## src/rtl/pic_pkg.sv

```systemverilog
package pic_pkg;

    // Operation requested from the saved-priority stack in one cycle
    typedef enum logic [1:0] {
        STK_IDLE = 2'd0,
        STK_PUSH = 2'd1,
        STK_POP  = 2'd2
    } stk_op_e;

endpackage

```

## src/rtl/pic_arb.sv

```systemverilog
// Combinational winner search: highest priority above threshold, lowest index on ties
module pic_arb #(
    parameter int NUM_SRC = 8,
    parameter int PRIO_W  = 4,
    parameter int IDX_W   = 3
) (
    input  logic [NUM_SRC-1:0]        active,
    input  logic [NUM_SRC*PRIO_W-1:0] prio,
    input  logic [PRIO_W-1:0]         thresh,
    output logic                      found,
    output logic [IDX_W-1:0]          win_idx,
    output logic [PRIO_W-1:0]         win_prio
);

    logic [NUM_SRC-1:0] eligible;

    generate
        for (genvar g = 0; g < NUM_SRC; g++) begin : g_elig
            assign eligible[g] = active[g] && (prio[g*PRIO_W +: PRIO_W] > thresh);
        end
    endgenerate

    always_comb begin
        found    = 1'b0;
        win_idx  = '0;
        win_prio = '0;
        for (int i = 0; i < NUM_SRC; i++) begin
            // strict compare keeps the earlier (lower) index on ties
            if (eligible[i] && (!found || (prio[i*PRIO_W +: PRIO_W] > win_prio))) begin
                found    = 1'b1;
                win_idx  = IDX_W'(i);
                win_prio = prio[i*PRIO_W +: PRIO_W];
            end
        end
    end

endmodule

```

## src/rtl/pic_lifo.sv

```systemverilog
// Saved-priority stack; refuses push when full and pop when empty
module pic_lifo #(
    parameter int DEPTH = 15,
    parameter int W     = 4
) (
    input  logic             clk,
    input  logic             rst_n,
    input  pic_pkg::stk_op_e op,
    input  logic [W-1:0]     push_data,
    output logic [W-1:0]     top_data,
    output logic             full,
    output logic             empty
);

    localparam int CNT_W = $clog2(DEPTH + 1);
    localparam int PTR_W = (DEPTH > 1) ? $clog2(DEPTH) : 1;

    typedef struct packed {
        logic [DEPTH-1:0][W-1:0] mem;
        logic [CNT_W-1:0]        cnt;
    } lifo_t;

    lifo_t s_d, s_q;
    logic [PTR_W-1:0] top_ptr;

    assign full     = (s_q.cnt == CNT_W'(DEPTH));
    assign empty    = (s_q.cnt == '0);
    assign top_ptr  = empty ? '0 : PTR_W'(s_q.cnt - 1'b1);
    assign top_data = empty ? '0 : s_q.mem[top_ptr];

    always_comb begin
        s_d = s_q;
        unique case (op)
            pic_pkg::STK_PUSH: begin
                if (!full) begin
                    s_d.mem[PTR_W'(s_q.cnt)] = push_data;
                    s_d.cnt                  = s_q.cnt + 1'b1;
                end
            end
            pic_pkg::STK_POP: begin
                if (!empty) begin
                    s_d.cnt = s_q.cnt - 1'b1;
                end
            end
            default: ;
        endcase
    end

    always_ff @(posedge clk or negedge rst_n) begin
        if (!rst_n) begin
            s_q <= '0;
        end else begin
            s_q <= s_d;
        end
    end

endmodule

```

## src/rtl/prio_irq_ctrl.sv

```systemverilog
module prio_irq_ctrl #(
    parameter int NUM_SRC     = 8,
    parameter int PRIO_W      = 4,
    parameter int STACK_DEPTH = 15,
    parameter int IDX_W       = (NUM_SRC > 1) ? $clog2(NUM_SRC) : 1
) (
    input  logic                      clk,
    input  logic                      rst_n,
    input  logic [NUM_SRC-1:0]        src_flag,
    input  logic [NUM_SRC-1:0]        src_en,
    input  logic [NUM_SRC*PRIO_W-1:0] src_prio,
    input  logic                      ack,
    input  logic                      eoi,
    input  logic                      prio_wr,
    input  logic [PRIO_W-1:0]         prio_wdata,
    output logic                      irq_out,
    output logic [IDX_W-1:0]          vector_out,
    output logic [PRIO_W-1:0]         cur_prio,
    output logic                      stack_ovf,
    output logic                      stack_unf
);

    typedef struct packed {
        logic              pend;   // captured, awaiting acknowledge
        logic [IDX_W-1:0]  vec;
        logic [PRIO_W-1:0] vprio;  // priority of the captured source
        logic [PRIO_W-1:0] cur;
        logic              ovf;
        logic              unf;
    } ctl_t;

    ctl_t s_d, s_q;

    logic [NUM_SRC-1:0] active;
    logic [PRIO_W-1:0]  thresh;
    logic               found;
    logic [IDX_W-1:0]   win_idx;
    logic [PRIO_W-1:0]  win_prio;
    pic_pkg::stk_op_e   stk_op;
    logic [PRIO_W-1:0]  stk_top;
    logic               stk_full;
    logic               stk_empty;

    // disabled source looks exactly like a cleared flag
    assign active = src_flag & src_en;
    // a software write applies to this cycle's comparison
    assign thresh = prio_wr ? prio_wdata : s_q.cur;

    pic_arb #(
        .NUM_SRC (NUM_SRC),
        .PRIO_W  (PRIO_W),
        .IDX_W   (IDX_W)
    ) u_arb (
        .active   (active),
        .prio     (src_prio),
        .thresh   (thresh),
        .found    (found),
        .win_idx  (win_idx),
        .win_prio (win_prio)
    );

    pic_lifo #(
        .DEPTH (STACK_DEPTH),
        .W     (PRIO_W)
    ) u_lifo (
        .clk       (clk),
        .rst_n     (rst_n),
        .op        (stk_op),
        .push_data (s_q.cur),
        .top_data  (stk_top),
        .full      (stk_full),
        .empty     (stk_empty)
    );

    always_comb begin
        s_d    = s_q;
        stk_op = pic_pkg::STK_IDLE;

        if (ack && s_q.pend) begin
            if (stk_full) begin
                s_d.ovf = 1'b1;
            end else begin
                stk_op = pic_pkg::STK_PUSH;
            end
            s_d.cur  = s_q.vprio;
            s_d.pend = 1'b0;
        end else if (eoi) begin
            if (stk_empty) begin
                s_d.unf = 1'b1;
            end else begin
                stk_op  = pic_pkg::STK_POP;
                s_d.cur = stk_top;
            end
        end else if (prio_wr) begin
            s_d.cur = prio_wdata;
        end

        if (!s_q.pend && !ack && !eoi && found) begin
            s_d.pend  = 1'b1;
            s_d.vec   = win_idx;
            s_d.vprio = win_prio;
        end
    end

    always_ff @(posedge clk or negedge rst_n) begin
        if (!rst_n) begin
            s_q <= '0;
        end else begin
            s_q <= s_d;
        end
    end

    assign irq_out    = s_q.pend;
    assign vector_out = s_q.vec;
    assign cur_prio   = s_q.cur;
    assign stack_ovf  = s_q.ovf;
    assign stack_unf  = s_q.unf;

endmodule

```

## config.mk

```make
export PLATFORM = sky130hd
export DESIGN_NAME = prio_irq_ctrl
export DESIGN_NICKNAME = d
export VERILOG_FILES = /design/src/rtl/pic_pkg.sv /design/src/rtl/pic_arb.sv /design/src/rtl/pic_lifo.sv /design/src/rtl/prio_irq_ctrl.sv
export SDC_FILE = /design/constraint.sdc
export NUM_CORES = 1
export LEC_CHECK = 0
export BUFFER_PORTS_ARGS = -buffer_cell sky130_fd_sc_hd__buf_4
export CORE_MARGIN = 2
export CORE_UTILIZATION = 45
export CTS_BUF_LIST = sky130_fd_sc_hd__clkbuf_16
export DETAILED_ROUTE_END_ITERATION = 7
export GPL_TIMING_DRIVEN = 0
export PLACE_DENSITY = 0.66
export SLEW_MARGIN = 25
export SYNTH_ARGS = -nofsm -noshare
export SYNTH_HDL_FRONTEND = slang
export SYNTH_SLANG_ARGS = --single-unit
```

## constraint.sdc

```tcl
create_clock -name clk -period 23.2 [get_ports clk]
set_input_delay 4.64 -clock clk [delete_from_list [all_inputs] [get_ports clk]]
set_output_delay 4.64 -clock clk [all_outputs]
set_load 0.02 [all_outputs]
```

# [Word-level counts from Yosys, hierarchy flattened]
# Cells that the tools add are included.
[totals] out_inout_bits=10 regBits=78 elab_cells=137 input_bits=57
[op_classes] n_lt_le_gt_ge=18 add_sub_neg=2 n_eq_ne=6 n_mux=42 reduce_logical=44 n_bitwise=3
[op_table] cell="$mux 4" count=17
[op_table] cell="$bwmux 60" count=1
[op_table] cell="$gt 4x4->1" count=15
[op_table] cell="$logic_and 1x1->1" count=20
[op_table] cell="$bmux 4 s4" count=1
[op_table] cell="$demux 4 s4" count=1
[op_table] cell="$mux 3" count=4
[op_table] cell="$mux 1" count=11
[op_table] cell="$logic_not 1->1" count=10
[op_table] cell="$lt 4x5->1 const B" count=2
[op_table] cell="$mux 2" count=5
[op_table] cell="$and 8x8->8" count=1
[op_table] cell="$mux 8" count=1
[op_table] cell="$pmux 4 s2" count=1
[op_table] cell="$logic_or 1x1->1" count=7
[op_table] cell="$reduce_and 3->1" count=2
[op_table] cell="$add 4x1->4 const B" count=1
[op_table] cell="$eq 4x4->1 const B" count=1
[op_table] cell="$ge 4x1->1 const B" count=1
[op_table] cell="$logic_not 4->1" count=1
[op_table] cell="$ne 2x2->1 const B" count=2
[op_table] cell="$reduce_and 2->1" count=2
[op_table] cell="$reduce_bool 2->1" count=2
[op_table] cell="$sub 4x1->4 const B" count=1
[op_table] cell="other kinds (4)" count=5

# [Longest topological paths before layout]
# Gate-level depths: netlist (run 1).
[depth] word_depth=34 ltp_mapped=67 ltp_nobuf=62

# [Modules after synthesis]
# A second synthesis (run 1) with hierarchy kept.
[unflattened] cells_unflattened=624 hier_area_um2=6179.7
[modules_own_cells] mod="pic_lifo" instances=1 area_per_inst_um2=3284.4 cells_per_inst=284
[modules_own_cells] mod="pic_arb" instances=1 area_per_inst_um2=2069.5 cells_per_inst=266
[modules_own_cells] mod="prio_irq_ctrl" instances=1 area_per_inst_um2=825.8 cells_per_inst=74

# [Least setup slack after synthesis (run 1)]
# No wires, ideal clock.
[synth_timing] path_kind="in2reg" from="input port prio_wr" to="register s_q[7] (netlist bit)" setup_time_ns=0.119 n_path_buf=4 arrival_time_ns=15.656 stages=62 t_required_ns=23.081 path_slack_ns=7.425 cell_sequence="mux2i_1 ha_1 nand4_1 nand3_1 a21oi_2 nand2_1 ha_1 a21oi_1 o21a_1 o31a_1 a32oi_1 ha_1 a21oi_1 o21ai_0 a22o_1 buf_4 nand2_1 a22oi_1 [... 26 more ...] ha_1 nor2b_1 o21a_1 o21a_1 o211ai_1 o31ai_4 buf_4 a21o_1 o21ai_1 ha_1 nor2b_1 o21a_1 o21a_1 o21ai_0 a21boi_1 o2bb2ai_1 a211o_1 o21ba_1"
[synth_via] elab_chain_cells=33 elab_cells_between_ends=62
[synth_rtl] item="from (decl)" line_no="prio_irq_ctrl.sv:14" rtl="input logic prio_wr,"
[synth_rtl] item="$mux 4 *"
[synth_rtl] item="$gt 4x4->1" line_no="pic_arb.sv:19" rtl="assign eligible[g] = active[g] && (prio[g*PRIO_W +: PRIO_W] > thresh);"
[synth_rtl] item="$logic_and 1x1->1" line_no="pic_arb.sv:19"
[synth_rtl] item="$mux 4 / $mux 1 (equally long branches)" line_no="pic_arb.sv:29" rtl="if (eligible[i] && (!found || (prio[i*PRIO_W +: PRIO_W] > win_prio))) begin"
[synth_rtl] item="$gt 4x4->1 / $logic_not 1->1 (equally long branches)" line_no="pic_arb.sv:29"
[synth_rtl] item="$logic_or 1x1->1" line_no="pic_arb.sv:29"
[synth_rtl] item="$logic_and 1x1->1" line_no="pic_arb.sv:29"
[synth_rtl] item="$mux 4 / $mux 1 (equally long branches)" line_no="pic_arb.sv:29"
[synth_rtl] item="[... 17 more ...]"
[synth_rtl] item="$logic_or 1x1->1" line_no="pic_arb.sv:29"
[synth_rtl] item="$logic_and 1x1->1" line_no="pic_arb.sv:29"
[synth_rtl] item="$mux 4 / $mux 1 (equally long branches)" line_no="pic_arb.sv:29"
[synth_rtl] item="$gt 4x4->1 / $logic_not 1->1 (equally long branches)" line_no="pic_arb.sv:29"
[synth_rtl] item="$logic_or 1x1->1" line_no="pic_arb.sv:29"
[synth_rtl] item="$logic_and 1x1->1" line_no="pic_arb.sv:29"
[synth_rtl] item="$mux 1" line_no="pic_arb.sv:29"
[synth_rtl] item="$logic_and 1x1->1" line_no="prio_irq_ctrl.sv:98" rtl="if (!s_q.pend && !ack && !eoi && found) begin"
[synth_rtl] item="to (signal assigned)" line_no="prio_irq_ctrl.sv:107" rtl="s_q <= '0;"
[synth_rtl] item="to (signal assigned)" line_no="prio_irq_ctrl.sv:109" rtl="s_q <= s_d;"
[synth_rtl] item="to (decl)" line_no="prio_irq_ctrl.sv:32" rtl="ctl_t s_d, s_q;"
# Every way passes the cells marked *; elsewhere a longest branch is shown, timed or not.
# A chain may end at the register's enable or synchronous reset.

# [Worst setup path in the final report (run 1)]
[layout_timing] from="input port prio_wr" to="register s_q[8] (netlist bit)"
# The elaborated chain is that of the path after synthesis.

==> Flow_metrics.wiki, run 1 <==
{| class="wikitable"
! Metric !! Value
|-
| Result of the run || completed
|-
| Critical Path Start Type || input pin
|-
| Data required time at the worst endpoint || 23420 ps
|-
| Dominant cell by count in the synthesized netlist || dfrtp_1
|-
| Clock-pin slew reported for the worst setup and hold paths after clock tree synthesis || 60 ps
|-
| Portion of netlist area occupied by mux cells || 16.01%
|-
| Quantity of hold-fixing buffers added after cts || 0
|-
| Crit-path max cell delay || 730 ps
|-
| Netlist cell types || 65
|-
| Final Max Tran Viols || 0
|-
| CP Capture Type || register
|-
| Arrival time of the worst setup path || 17660 ps
|-
| Power density over the cells || 119.7 mW/mm^2
|-
| Hold violation count in the final report || 0
|-
| Pin count of the biggest net entering global routing || 79
|-
| Clock insertion delay at the later pin of the skew report || 340 ps
|-
| Number of cells produced by synthesis || 592
|-
| Top delay family on crit path || compound AO/OA/AOI/OAI gates
|-
| Setup WS post-layout || 5760 ps
|-
| Initial standard-cell utilization of the core || 45.68%
|-
| Max-slew headroom || 41.94%
|-
| Critical-path cell with the highest stage delay || mux2i_2
|-
| Wire length reported by the detailed router || 15960 um
|-
| Setup Total Neg Slack || 0 ps
|-
| Switching power || 0.3446 mW
|-
| Reg2reg path depth || 62
|-
| Count of antenna diodes in the layout || 0
|-
| Compound-Gate Fraction of Synth Area || 20.77%
|-
| Buffers added on ports || 66
|-
| Largest fanout on the critical path || 10
|-
| CTS tree || done
|-
| Total number of H-tree levels || 3
|-
| Area leader, netlist || dfrtp_1
|-
| Final critical path time including I/O delays and setup || 17440 ps
|-
| Post-Place Worst Slack || 5549 ps
|-
| RR Endpoint || s_q[8]$_DFFE_PN0P_
|-
| Number of synthesized register bits || 78
|-
| Combinational cell fraction of total power || 54.3%
|-
| Post-route clock skew || 8.639 ps
|-
| DRC violations left || 0
|-
| GPL Wtd Cong || 0.8899
|-
| Clock share of power || 19.2%
|-
| Warnings, synthesis || 0
|-
| # IOs || 67
|-
| Hold Crit Start || stack_ovf$_DFFE_PN0P_
|-
| Number of global-route vias before repair || 5397
|-
| Detailed-routing iteration count for the pre-antenna-repair pass || 4
|-
| Clock Sink Count || 78
|-
| Cell types with the largest area share after synthesis || dfrtp_1, ha_1, mux2_2
|-
| Detailed-route vias per instance || 5.921
|-
| Transition at the pin with the smallest max-transition slack || 854.0 ps
|-
| Buffering stage count on the worst path with inverters included || 6
|-
| Start-to-end type of the worst setup path || in -> reg
|-
| Overall die area || 0.01427 mm^2
|-
| CTS root buffer || clkbuf_16
|-
| Simple logic cell fraction of the synthesized area || 12.01%
|-
| CP most frequent cell || o21a_1
|-
| Reported max-cap violation count || 0
|-
| CTS max path bufs || 2
|-
| Post-DRT Antenna Nets || 0
|-
| Internal || 0.5027 mW
|-
| Leading register cell type out of synthesis || dfrtp_1
|-
| Dominant combinational cell family by area after synthesis || compound AO/OA/AOI/OAI gates
|-
| Overall track demand over capacity in global routing || 23.29%
|-
| Final #Nets || 791
|-
| Fmax || 57.34 MHz
|-
| Die outline width || 119.5 um
|-
| Cells on Worst Hold Path || 1
|-
| Fraction of final layout cells sized beyond drive strength 1 || 28.04%
|-
| Switching share of power || 40.67%
|-
| DP Wirelength || 12480 um
|-
| Syn_nets || 714
|-
| Commonest cells in the synthesized netlist || dfrtp_1, ha_1, mux2_2
|-
| Die Height || 119.5 um
|-
| Synthesized cell area || 0.006001 mm^2
|-
| Detailed router's first-iteration violation count || 294
|-
| Antenna violations before repair || 0
|-
| Arithmetic-cell share of the synthesized area counting full adders, half adders and majority gates || 13.55%
|-
| # rows || 42
|-
| Period utilization || 75.17%
|-
| Number of flops mapped to enable cells by yosys || 0
|-
| Unrepaired setup endpoints after global routing || no
|-
| Hold worst-path end || stack_ovf$_DFFE_PN0P_
|-
| Area fraction of the dominant cell type after synthesis || 32.53%
|-
| Count of buffers added by post-CTS timing repair for setup || 0
|-
| Async S/R FF share, synth || 100.0%
|-
| First-pass GRT wire length || 26630 um
|-
| Xor/xnor share of the synthesized area || 0.4379%
|-
| Cts bufs inserted || 9
|-
| Synthesis-to-layout area growth || 17.93%
|-
| Detailed-route wire length per cell || 18.77 um
|-
| Core Region || 0.01314 mm^2
|-
| Setup violation total in the final timing report || 0
|-
| Mean instance size in the synthesized netlist || 10.14 um^2
|-
| Resized Gates After CTS || 0
|-
| Setup slack of the worst register-to-register path || 9650 ps
|-
| Detailed-route via count || 5033
|-
| Overflow left after global routing || 0
|-
| Worst r2r src || cur_prio[2]$_DFFE_PN0P_
|-
| Seq/Total Area, Yosys || 32.53%
|-
| Worst voltage drop across the vdd grid || 0.00007645 V
|-
| Leakage power figure || 3.323 nW
|-
| Min-delay worst type || reg -> reg
|-
| Share of total power in sequential cells || 26.5%
|}
-- stage by stage --
step / util [%] / power (mW) / instances / hold slack (ps) / instance area, um^2
2_1_floorplan: - / 0.5494 / 592 / 464.1 / 6001
3_3_place_gp: 51.12 / 0.6635 / 834 / 467.6 / 6716
3_5_place_dp: 51.21 / 0.6827 / 834 / 474.2 / 6728
4_1_cts: 53.84 / 0.8479 / 850 / 492.4 / 7073
5_1_grt: 53.87 / 0.9106 / 850 / 508.3 / 7077
6_report: 53.87 / 0.8473 / 850 / 494.3 / 7077
-- power by group through the flow --
stage	clock, mW	sequential, mW	combinational (mW)
floorplan	0	0.213	0.336
global placement	0	0.223	0.440
detailed placement	0	0.227	0.456
CTS	0.165	0.225	0.458
global route	0.172	0.232	0.507
finish	0.163	0.225	0.460
-- placed cells by master, fill, tap and decap left out, types with 6 or more instances in the layout --
| master | count |
|---|---|
| a211oi_1 | 12 |
| a21o_1 | 8 |
| a21oi_1 | 49 |
| a32oi_1 | 7 |
| buf_4 | 78 |
| clkbuf_1 | 9 |
| clkbuf_16 | 9 |
| dfrtp_1 | 78 |
| ha_1 | 65 |
| inv_1 | 24 |
| mux2_2 | 64 |
| mux2i_1 | 12 |
| nand2_1 | 38 |
| nand3_1 | 17 |
| nand4_1 | 16 |
| nor2_1 | 17 |
| nor2b_1 | 22 |
| o211ai_1 | 6 |
| o21a_1 | 11 |
| o21ai_0 | 17 |
-- cells by family after synthesis --
kind of cell | after synthesis
XOR/XNOR | 3
AND/OR/NAND/NOR | 137
adder cells (fa/ha/maj) | 65
flip-flops | 78
buffers and inverters | 53
multiplexers | 83
AO/OA/AOI/OAI | 173
-- registers in the layout, summed over array words and instances (netlist names) --
name / cells
stack_unf: 1
stack_ovf: 1
irq_out: 1
s_q: 4
vector_out: 3
cur_prio: 4
u_lifo.s_q: 64
-- routing by layer --
metal	routed length, um	up-vias	track usage [%]	share of wire, %
li1	-	2380	-	-
met2	7930	133	40.86	50
met4	697	0	11.25	4.4
met3	646	45	3.879	4.0
met1	6684	2475	27.56	42
met5	0	-	0	0
-- cell type report --
type                       instances  area (um^2)
sequential                        78         1952
multi-input combinational        461         3779
buffer                            29        191.4
fill                            1162         6061
tap                              176        220.2
inverter                          24        90.09
timing repair buffer              66        499.2
clock inverter                     7        120.1
clock buffer                       9        225.2
-- worst max-delay path by stage --
stage | cells past startpoint | to | from | slack [ps]
floorplan | 62 | s_q[7]$_DFFE_PN0P_ | prio_wr | 7430
global placement | 63 | s_q[8]$_DFFE_PN0P_ | prio_wr | 5660
detailed placement | 63 | s_q[7]$_DFFE_PN0P_ | prio_wr | 5550
CTS | 63 | s_q[7]$_DFFE_PN0P_ | prio_wr | 5870
global route | 63 | s_q[8]$_DFFE_PN0P_ | prio_wr | 4920
finish | 63 | s_q[8]$_DFFE_PN0P_ | prio_wr | 5760
(Power assumes the default switching activity.)
==> inputs of run 2 (changes only) <==
--- a/config.mk
+++ b/config.mk
@@ -5,13 +5,14 @@
 export SDC_FILE = /design/constraint.sdc
 export NUM_CORES = 1
 export LEC_CHECK = 0
+export ABC_AREA = 1
 export BUFFER_PORTS_ARGS = -buffer_cell sky130_fd_sc_hd__buf_4
 export CORE_MARGIN = 2
 export CORE_UTILIZATION = 45
 export CTS_BUF_LIST = sky130_fd_sc_hd__clkbuf_16
 export DETAILED_ROUTE_END_ITERATION = 7
 export GPL_TIMING_DRIVEN = 0
-export PLACE_DENSITY = 0.66
+export PLACE_DENSITY = 0.69
 export SLEW_MARGIN = 25
 export SYNTH_ARGS = -nofsm -noshare
 export SYNTH_HDL_FRONTEND = slang
==> constraint.sdc (replaced) <==
create_clock -name clk -period 15.1 [get_ports clk]
set_input_delay 3.02 -clock clk [delete_from_list [all_inputs] [get_ports clk]]
set_output_delay 3.02 -clock clk [all_outputs]
set_load 0.02 [all_outputs]
==> run 2 against run 1 <==
Against the previous run: sequential cell count unchanged; clock skew about the same; register-to-register slack worse by 5100 ps; global-route usage about the same; die area down 2.1%; utilization up 0.55 points; via count up 8.4%; clock power up 39%; sequential power up 60%; combinational power up 60%; cell count up 24%; synthesized cell count up 35%; critical path type unchanged; critical endpoint is now s_q[7]$_DFFE_PN0P_; largest power group unchanged; highest routed layer unchanged.
==> Flow_metrics.wiki, run 2 <==
{| class="wikitable"
! Metric !! Value
|-
| Result of the run || completed
|-
| Hold violation count in the final report || 0 (unchanged)
|-
| Max-slew headroom || 52.20% (+10 points)
|-
| CP Capture Type || register
|-
| Core Region || 0.01267 mm^2 (-3.6%)
|-
| Unrepaired setup endpoints after global routing || no
|-
| CTS tree || done
|-
| Leakage power figure || 3.560 nW (+7.1%)
|-
| Transition at the pin with the smallest max-transition slack || 716.9 ps (-137.1 ps)
|-
| Fmax || 77.63 MHz
|-
| Setup Total Neg Slack || 0 ps (unchanged)
|-
| Mean instance size in the synthesized netlist || 7.317 um^2 (-28%)
|-
| Leading register cell type out of synthesis || dfrtp_1
|-
| Wire length reported by the detailed router || 15570 um (-2.4%)
|-
| Synthesis-to-layout area growth || 17.51%
|-
| Commonest cells in the synthesized netlist || nand2_1, inv_1, o21ai_0
|-
| Final critical path time including I/O delays and setup || 12880 ps
|-
| Switching power || 0.6075 mW (+76%)
|-
| Die outline width || 118.2 um (-1.1%)
|-
| Syn_nets || 924 (+29%)
|-
| Post-DRT Antenna Nets || 0 (unchanged)
|-
| Crit-path max cell delay || 540 ps (-190 ps)
|-
| Reported max-cap violation count || 0 (unchanged)
|-
| Initial standard-cell utilization of the core || 46.31% (+0.64 points)
|-
| Dominant cell by count in the synthesized netlist || nand2_1
|-
| Clock share of power || 17.1% (-2.1 points)
|-
| Die Height || 118.2 um (-1.1%)
|-
| Total number of H-tree levels || 3 (unchanged)
|-
| # IOs || 67 (unchanged)
|-
| GPL Wtd Cong || 0.9191 (+3.3%)
|-
| Count of antenna diodes in the layout || 0 (unchanged)
|-
| Clock insertion delay at the later pin of the skew report || 340 ps (about the same)
|-
| Critical Path Start Type || input pin
|-
| Final #Nets || 1000 (+26%)
|-
| Combinational cell fraction of total power || 55.7% (+1.4 points)
|-
| Clock Sink Count || 78 (unchanged)
|-
| Start-to-end type of the worst setup path || in -> reg
|-
| Number of synthesized register bits || 78 (unchanged)
|-
| Number of global-route vias before repair || 5341 (-1.0%)
|-
| Arrival time of the worst setup path || 13160 ps (-4500 ps)
|-
| CTS max path bufs || 2 (unchanged)
|-
| Detailed-route wire length per cell || 14.76 um (-21%)
|-
| Data required time at the worst endpoint || 15380 ps (-8040 ps)
|-
| Period utilization || 85.31%
|-
| Largest fanout on the critical path || 9 (-1)
|-
| Overall die area || 0.01397 mm^2 (-2.1%)
|-
| Detailed router's first-iteration violation count || 321 (+9.2%)
|-
| Layout filler cell count || 1267 (+9.0%)
|-
| Most used cells in the layout excluding fill and tap cells || nand2_1, inv_1, o21ai_0, dfrtp_1, buf_4
|-
| Detailed-route via count || 5458 (+8.4%)
|-
| Overflow left after global routing || 0 (unchanged)
|-
| DP Wirelength || 11770 um (-5.7%)
|-
| First-pass GRT wire length || 25940 um (-2.6%)
|-
| CP most frequent cell || nand2_1
|-
| Reg2reg path depth || 77 (+24%)
|-
| Async S/R FF share, synth || 100.0% (unchanged)
|-
| # rows || 41 (-2.4%)
|-
| Quantity of hold-fixing buffers added after cts || 0 (unchanged)
|-
| Final Max Tran Viols || 0 (unchanged)
|-
| Pin count of the biggest net entering global routing || 79 (unchanged)
|-
| CTS root buffer || clkbuf_16
|-
| Detailed-routing iteration count for the pre-antenna-repair pass || 5 (+1)
|-
| Cells on Worst Hold Path || 2 (+1)
|-
| Critical-path cell with the highest stage delay || a21oi_2
|-
| Power density over the cells || 191.7 mW/mm^2 (+60%)
|-
| Area fraction of the dominant cell type after synthesis || 33.26% (+0.74 points)
|-
| Fraction of final layout cells sized beyond drive strength 1 || 13.36% (-15 points)
|-
| Worst voltage drop across the vdd grid || 0.00009088 V (+19%)
|-
| DRC violations left || 0 (unchanged)
|-
| Commonest non-fill, non-tap cell in the layout || nand2_1
|-
| Seq/Total Area, Yosys || 33.26% (+0.74 points)
|-
| Synthesized cell area || 0.005868 mm^2 (-2.2%)
|-
| Resized Gates After CTS || 0 (unchanged)
|-
| Cell types with the largest area share after synthesis || dfrtp_1, ha_1, nand2_1
|-
| Netlist cell types || 39 (-40%)
|-
| Post-route clock skew || 8.509 ps (-0.1297 ps)
|-
| Final Util || 54.42% (+0.55 points)
|-
| Largest register by flop count || u_lifo.s_q
|-
| Min-delay worst type || reg -> reg
|-
| Post-Place Worst Slack || 1962 ps (-3588 ps)
|-
| Setup violation total in the final timing report || 0 (unchanged)
|-
| Switching share of power || 45.96% (+5.3 points)
|-
| Overall track demand over capacity in global routing || 23.29% (about the same)
|-
| Buffers added on ports || 65 (-1.5%)
|-
| Count of buffers added by post-CTS timing repair for setup || 0 (unchanged)
|-
| Detailed-route vias per instance || 5.173 (-13%)
|-
| Clock-pin slew reported for the worst setup and hold paths after clock tree synthesis || 60 ps (about the same)
|-
| Number of flops mapped to enable cells by yosys || 0 (unchanged)
|-
| Share of total power in sequential cells || 27.2% (+0.7 points)
|-
| Cts bufs inserted || 9 (unchanged)
|-
| Overall Power || 1.322 mW (+56%)
|-
| Internal || 0.7143 mW (+42%)
|-
| Warnings, synthesis || 0 (unchanged)
|-
| Number of cells produced by synthesis || 802 (+35%)
|-
| Setup WS post-layout || 2218 ps (-3542 ps)
|-
| Max FFs per register || 64 (unchanged)
|-
| Area leader, netlist || dfrtp_1
|-
| Antenna violations before repair || 0 (unchanged)
|}
-- run 2: metal layers --
layer	GRT usage, %	up-vias	part of all wire (%)	wire [um]
met5	0	-	0	0
met4	6.627	0	1.2	192
met3	3.909	15	5.6	870
met2	40.68	154	48	7504
met1	29.54	2483	45	7002
li1	-	2806	-	-
-- run 2: stage by stage --
stage | cells | hold WS (ps) | cell area, um^2
floorplan | 802 | 447.9 | 5868
global placement | 1039 | 458.0 | 6571
CTS | 1055 | 482.3 | 6892
detailed placement | 1039 | 466.2 | 6586
finish | 1055 | 478.7 | 6895
global route | 1055 | 504.8 | 6895
-- run 2: cells by family (layout without fill, tap and decap cells) --
group | Yosys count | count (layout) | synth area share (%)
adders and majority gates | 65 | 65 | 13.86
and+or+nand+nor | 333 | 333 | 25.05
buffers and inverters | 134 | 215 | 9.616
AOI/OAI and AO/OA | 188 | 188 | 17.61
xor gates and xnor gates | 4 | 4 | 0.5971
DFF | 78 | 78 | 33.26
-- run 2: final cells by class --
class                      instances  area (um^2)  area share (%)
tap                              172        215.2           3.121
clock buffer                       9        225.2           3.266
timing repair buffer              65        491.7           7.131
clock inverter                     7        80.08           1.161
inverter                         113        429.2           6.224
sequential                        78         1952           28.31
multi-input combinational        590         3367           48.83
buffer                            21        135.1           1.960
-- run 2: worst paths after layout --
check / from / to / slack, ps
max: prio_wr / s_q[7]$_DFFE_PN0P_ / 2220
min: u_lifo.s_q[16]$_DFFE_PN0P_ / u_lifo.s_q[16]$_DFFE_PN0P_ / 480
min in group asynchronous: rst_n / u_lifo.s_q[45]$_DFFE_PN0P_ / 2710
max reg2reg: cur_prio[3]$_DFFE_PN0P_ / s_q[7]$_DFFE_PN0P_ / 4550
min reg2reg: u_lifo.s_q[16]$_DFFE_PN0P_ / u_lifo.s_q[16]$_DFFE_PN0P_ / 480
max in group asynchronous: rst_n / u_lifo.s_q[9]$_DFFE_PN0P_ / 11890
-- run 2: critical path: cells and delay by family --
family	cells	cell delay (ps)
compound gates	18	2550
buf+inv	10	1200
fa+ha+maj	8	2310
simple gates	41	4080
-- run 2: power by group through the flow --
stage	registers (mW)	logic (mW)	clock network [mW]
floorplan	0.343	0.523	0
global placement	0.358	0.719	0
detailed placement	0.360	0.729	0
CTS	0.357	0.734	0.229
global route	0.369	0.831	0.237
finish	0.359	0.736	0.226
